File: config.mk
export PLATFORM = sky130hd
export DESIGN_NAME = tvec_unit
export DESIGN_NICKNAME = d
export VERILOG_FILES = /design/src/rtl/tvec_pkg.sv /design/src/rtl/tvec_csr.sv /design/src/rtl/tvec_target.sv /design/src/rtl/tvec_unit.sv
export SDC_FILE = /design/constraint.sdc
export NUM_CORES = 1
export LEC_CHECK = 0
export CAP_MARGIN = 15
export CORE_MARGIN = 10
export CORE_UTILIZATION = 40
export CTS_BUF_LIST = sky130_fd_sc_hd__clkbuf_16
export CTS_CLUSTER_DIAMETER = 40
export DETAILED_ROUTE_END_ITERATION = 12
export GPL_ROUTABILITY_DRIVEN = 0
export PLACE_DENSITY = 0.71
export SYNTH_ARGS = -nofsm -noshare
export SYNTH_HDL_FRONTEND = slang
export SYNTH_HIERARCHICAL = 1
export SYNTH_SLANG_ARGS = --single-unit
File: constraint.sdc
create_clock -name clk -period 5.7 [get_ports clk]
set_clock_uncertainty 0.15 [all_clocks]
set_input_delay 1.71 -clock clk [delete_from_list [all_inputs] [get_ports clk]]
set_output_delay 1.71 -clock clk [all_outputs]
set_load 0.03 [all_outputs]
File: src/rtl/tvec_pkg.sv
package tvec_pkg;
  localparam int unsigned MODE_W = 2;

  typedef enum logic [MODE_W-1:0] {
    MODE_DIRECT   = 2'd0,
    MODE_VECTORED = 2'd1,
    MODE_RSVD2    = 2'd2,
    MODE_RSVD3    = 2'd3
  } tvec_mode_e;
endpackage

File: src/rtl/tvec_csr.sv
module tvec_csr
  import tvec_pkg::*;
#(
  parameter int unsigned XLEN      = 32,
  parameter int unsigned ALIGN_LG2 = 7
) (
  input  logic            clk,
  input  logic            rst_n,
  input  logic            wr_en,
  input  logic [XLEN-1:0] wr_data,
  output logic [XLEN-1:0] rd_data,
  output logic [XLEN-1:0] base_addr,
  output logic            vec_mode
);
  localparam int unsigned BASE_W = XLEN - MODE_W;
  localparam int unsigned CLR_W  = ALIGN_LG2 - MODE_W;

  tvec_mode_e        mode_q;
  logic [BASE_W-1:0] base_q;

  // Keep the current mode when the request is a reserved encoding.
  function automatic tvec_mode_e pick_mode(tvec_mode_e cur, logic [MODE_W-1:0] req);
    if (req == MODE_DIRECT || req == MODE_VECTORED) return tvec_mode_e'(req);
    return cur;
  endfunction

  // Clear the sub-alignment base bits when vectored.
  function automatic logic [BASE_W-1:0] fit_base(logic [BASE_W-1:0] b, logic vec);
    logic [BASE_W-1:0] keep;
    keep = '1;
    keep[CLR_W-1:0] = '0;
    return vec ? (b & keep) : b;
  endfunction

  // Named internal events for the checks.
  logic [MODE_W-1:0] wr_mode_req;
  logic              wr_reserved;
  tvec_mode_e        wr_mode_eff;
  logic [BASE_W-1:0] wr_base_eff;

  assign wr_mode_req = wr_data[MODE_W-1:0];
  assign wr_reserved = wr_en && (wr_mode_req != MODE_DIRECT) && (wr_mode_req != MODE_VECTORED);
  assign wr_mode_eff = pick_mode(mode_q, wr_mode_req);
  assign wr_base_eff = fit_base(wr_data[XLEN-1:MODE_W], wr_mode_eff == MODE_VECTORED);

  always_ff @(posedge clk) begin
    if (!rst_n) begin
      mode_q <= MODE_DIRECT;
      base_q <= '0;
    end else if (wr_en) begin
      mode_q <= wr_mode_eff;
      base_q <= wr_base_eff;
    end
  end

  assign rd_data   = {base_q, mode_q};
  assign base_addr = {base_q, {MODE_W{1'b0}}};
  assign vec_mode  = (mode_q == MODE_VECTORED);


  mode_legal_chk: assert property (@(posedge clk) disable iff (!rst_n)
    rd_data[1] == 1'b0);


  rsvd_keep_chk: assert property (@(posedge clk) disable iff (!rst_n)
    wr_reserved |=> rd_data[MODE_W-1:0] == $past(rd_data[MODE_W-1:0]));


  vec_align_chk: assert property (@(posedge clk) disable iff (!rst_n)
    vec_mode |-> base_addr[ALIGN_LG2-1:0] == '0);


  hold_chk: assert property (@(posedge clk) disable iff (!rst_n)
    !wr_en |=> $stable(rd_data));
endmodule

File: src/rtl/tvec_target.sv
module tvec_target #(
  parameter int unsigned XLEN    = 32,
  parameter int unsigned CAUSE_W = 4
) (
  input  logic               clk,
  input  logic               rst_n,
  input  logic               trap_valid,
  input  logic               trap_irq,
  input  logic [CAUSE_W-1:0] trap_cause,
  input  logic [XLEN-1:0]    base_addr,
  input  logic               vec_mode,
  output logic               tgt_valid,
  output logic [XLEN-1:0]    tgt_pc
);
  localparam int unsigned PAD_W = XLEN - CAUSE_W - 2;

  // Base, or base plus one word per cause for vectored interrupts.
  function automatic logic [XLEN-1:0] slot_addr(logic [XLEN-1:0] base, logic vec,
                                                logic irq, logic [CAUSE_W-1:0] cause);
    if (vec && irq) return base + {{PAD_W{1'b0}}, cause, 2'b00};
    return base;
  endfunction

  logic            take_vec;
  logic [XLEN-1:0] slot_pc;

  assign take_vec = trap_valid && vec_mode && trap_irq;
  assign slot_pc  = slot_addr(base_addr, vec_mode, trap_irq, trap_cause);

  always_ff @(posedge clk) begin
    if (!rst_n) begin
      tgt_valid <= 1'b0;
      tgt_pc    <= '0;
    end else begin
      tgt_valid <= trap_valid;
      if (trap_valid) tgt_pc <= slot_pc;
    end
  end


  valid_rise_chk: assert property (@(posedge clk) disable iff (!rst_n)
    trap_valid |=> tgt_valid);


  valid_idle_chk: assert property (@(posedge clk) disable iff (!rst_n)
    !trap_valid |=> !tgt_valid);


  base_tgt_chk: assert property (@(posedge clk) disable iff (!rst_n)
    (trap_valid && !(vec_mode && trap_irq)) |=> tgt_pc == $past(base_addr));


  slot_tgt_chk: assert property (@(posedge clk) disable iff (!rst_n)
    take_vec |=> (tgt_pc - $past(base_addr)) == {{PAD_W{1'b0}}, $past(trap_cause), 2'b00});
endmodule

File: src/rtl/tvec_unit.sv
module tvec_unit #(
  parameter int unsigned XLEN      = 32,
  parameter int unsigned CAUSE_W   = 4,
  parameter int unsigned ALIGN_LG2 = 7
) (
  input  logic               clk,
  input  logic               rst_n,
  input  logic               csr_we,
  input  logic [XLEN-1:0]    csr_wdata,
  output logic [XLEN-1:0]    csr_rdata,
  input  logic               trap_valid,
  input  logic               trap_irq,
  input  logic [CAUSE_W-1:0] trap_cause,
  output logic               tgt_valid,
  output logic [XLEN-1:0]    tgt_pc
);
  logic [XLEN-1:0] base_addr;
  logic            vec_mode;

  tvec_csr #(.XLEN(XLEN), .ALIGN_LG2(ALIGN_LG2)) u_csr (
    .clk       (clk),
    .rst_n     (rst_n),
    .wr_en     (csr_we),
    .wr_data   (csr_wdata),
    .rd_data   (csr_rdata),
    .base_addr (base_addr),
    .vec_mode  (vec_mode)
  );

  tvec_target #(.XLEN(XLEN), .CAUSE_W(CAUSE_W)) u_tgt (
    .clk        (clk),
    .rst_n      (rst_n),
    .trap_valid (trap_valid),
    .trap_irq   (trap_irq),
    .trap_cause (trap_cause),
    .base_addr  (base_addr),
    .vec_mode   (vec_mode),
    .tgt_valid  (tgt_valid),
    .tgt_pc     (tgt_pc)
  );


  same_cycle_chk: assert property (@(posedge clk) disable iff (!rst_n)
    (trap_valid && !trap_irq && csr_we) |=> tgt_pc == {$past(csr_rdata[XLEN-1:2]), 2'b00});
endmodule

==> key figures <==
Status
  – Status: finished clean

Worst setup path
  – Crit path arrival time: 4160 ps
  – CP Launch Type: primary input
  – R2r startpoint: u_csr/base_q[0]
  – CP startpoint: trap_cause[0]
  – Depth of the most critical reg-to-reg path: 7
  – Worst setup EP type: register
  – Worst setup path class: primary input to register
  – Setup crit end: u_tgt/tgt_pc[26]
  – Register-to-register setup slack: 3040 ps
  – Worst Path Max Fanout: 11
  – FF-to-FF End: u_tgt/tgt_pc[26]
  – Worst Path Required: 5740 ps

STA
  – Slew margin rel.: 42.3%
  – RSZ-0062 raised after global routing: no
  – Worst setup margin: 1590 ps
  – Worst Hold Slack: 294 ps
  – Tmin final: 4110 ps
  – Achievable Freq: 243 MHz
  – Final setup TNS: 0 ps
  – Period utilization: 72.2%
  – Worst-Margin Slew: 865 ps
  – Fin. max-slew vios: 0
  – Fin. Hold Viols: 0
  – Final setup fails: 0

Finish
  – Leading cell type in the layout, fill and taps excluded: clkdlybuf4s50_1
  – P&R area growth vs syn: 34.6%
  – # diodes: 0
  – Final Cell Area: 0.00444 mm2
  – Final nets: 473
  – Non-Filler Instances: 537
  – Share of layout cells above drive strength 1: 5.56%
  – Commonest non-fill, non-tap cells in the layout: clkdlybuf4s50_1 (104), dfxtp_1 (65), mux2i_1 (29)
  – Util after Layout: 54.6%

Floorplanning
  – Initial Util: 40.6%
  – Die H: 111 um
  – Core footprint: 0.00813 mm2
  – Die X: 111 um
  – FP Rows: 33
  – Die area: 0.0123 mm2
  – Top-Level Pins: 106

Power and ir drop
  – Clk network pwr share: 38.5%
  – Share of power burned in registers: 43.0%
  – Logic pwr share: 18.5%
  – Worst IR drop on VDD: 0.148 mV
  – PwrDens: 267 mW/mm2
  – Total leakage power: 1.62 nW
  – Net Sw Power: 0.317 mW
  – Switching part of the total: 26.7%
  – Power Internal: 0.871 mW
  – Pwr Total: 1.19 mW

Synth
  – Cell area after technology mapping: 0.00330 mm2
  – Post-synthesis register bit count: 65
  – Syn. warnings: 6
  – Seq/Total Area, Yosys: 39.4%
  – Syn_area_per_cell: 9.24 um2
  – Post-synthesis cell count: 357
  – Yosys cell types: 46

Clock network
  – CTS tree: done
  – Post-CTS resize count: 0
  – CTS buffer count: 9
  – Count of clock tree sinks: 65
  – Clock latency on the worst-skew pair: 320 ps
  – Depth of the CTS H-tree: 3
  – Clock slew at reported path FFs: 50 ps
  – Setup Fix Bufs, Post-CTS: 0
  – Hold_buf cts: 0
  – CTS max path bufs: 2
  – CTS Root Cell: clkbuf_16

Route
  – WL final: 8.92 mm
  – Via/cell ratio: 5.10
  – Avg WL per Cell: 16.6 um
  – Via count: 2737
  – First-pass DRT Iterations: 4
  – Initial detailed-routing violation count: 117
  – Drt drc: 0
  – ANT nets after route: 0

Hold path
  – Startpoint of the worst hold path: u_csr/mode_q[1]
  – Hold Crit Class: register to register

Global routing
  – First-pass GRT wire length: 14.4 mm
  – Gr usage total: 13.9%
  – Vias in the first global route: 2765
  – Initial antenna violation count: 0
  – Total global routing overflow: 0
  – Largest net degree at the start of global routing: 53

Place
  – Port buffer count: 105
  – Dpl ws: 1270 ps
  – HPWL Detailed: 6.94 mm
  – Inst Count DP: 520
  – Placed cell areas: 0.00416 mm2

Job
  – Max-Cap Viols: 0
[area by class of cell]
| cell class | count | area (um2) |
|---|---|---|
| Fill cell | 754 | 3690 |
| Multi-Input combinational cell | 240 | 1650 |
| Sequential cell | 65 | 1300 |
| Timing Repair Buffer | 108 | 1090 |
| Clock buffer | 9 | 225 |
| Tap cell | 105 | 131 |
| Clock inverter | 7 | 30.0 |
| Inverter | 3 | 11.3 |
[cells in the mapped netlist (all sizes together)]
master	n	area [um2]
nor4b	2	23.8
nand2	18	75.1
nor2	13	48.8
nor4	7	56.3
a211o	2	17.5
a22oi	1	7.51
a21oi	23	115
or3	1	6.26
o21a	1	7.51
dfxtp	65	1300
nand3	12	70.1
and3	1	6.26
or4	1	7.51
ha	4	50.1
a31oi	1	6.26
xnor2	24	210
xor2	1	8.76
mux2i	29	290
a211oi	3	35.0
a21o	3	22.5
fa	1	20.0
nor2b	28	175
o21ai	28	140
and4	6	55.1
clkbuf	9	33.8
conb	1	3.75
nor3b	2	15.0
nand4	5	31.3
a22o	5	43.8
inv	3	11.3
and2	1	6.26
or2	1	6.26
nor3	8	40.0
o31ai	1	7.51
a311oi	3	26.3
and2b	2	15.0
buf	41	303
[state kept, by name, summed over array words and instances (netlist names)]
| signal | flops |
|---|---|
| u_csr/mode_q | 2 |
| u_tgt/tgt_valid | 1 |
| u_csr/base_q | 30 |
| u_tgt/tgt_pc | 32 |
[worst min path at each step]
stage / to / slack, ps / cells past startpoint
5_1_grt: u_csr/mode_q[1] / 320 / 2
2_1_floorplan: u_tgt/tgt_pc[31] / 330 / 2
4_1_cts: u_csr/mode_q[1] / 300 / 2
3_5_place_dp: u_csr/mode_q[1] / 290 / 2
6_report: u_csr/mode_q[1] / 290 / 2
3_3_place_gp: u_csr/mode_q[1] / 280 / 2
[logic make-up after synthesis]
kind of cell               count (synthesis)  share of synthesized area (%)
AOI/OAI and AO/OA                         71                           13.0
xor gates and xnor gates                  25                           6.64
adders and majority gates                  5                           2.12
buffers and inverters                     53                           10.5
DFF                                       65                           39.4
muxes                                     29                           8.80
other                                      1                          0.114
and+or+nand+nor                          108                           19.3
[layer usage]
layer	GRT usage [%]	wire, um	up-vias
li1	-	-	1366
met5	0	0	-
met1	17.4	4050	1262
met4	5.21	155	0
met2	21.9	4060	96
met3	4.06	657	13
[critical path, stage by stage]
cell,delay [ps]
clkdlybuf4s50_1,410
ha_1,250
fa_1,440
a211oi_1,430
or2_1,430
nor4_1,140
xnor2_1,240
o21ai_0,110
[power by group through the flow]
stage | registers, mW | logic (mW) | clock network (mW)
3_5_place_dp | 0.519 | 0.219 | 0
2_1_floorplan | 0.536 | 0.117 | 0
6_report | 0.510 | 0.220 | 0.457
5_1_grt | 0.514 | 0.235 | 0.493
4_1_cts | 0.510 | 0.220 | 0.468
3_3_place_gp | 0.518 | 0.216 | 0
(Power assumes the default switching activity.)
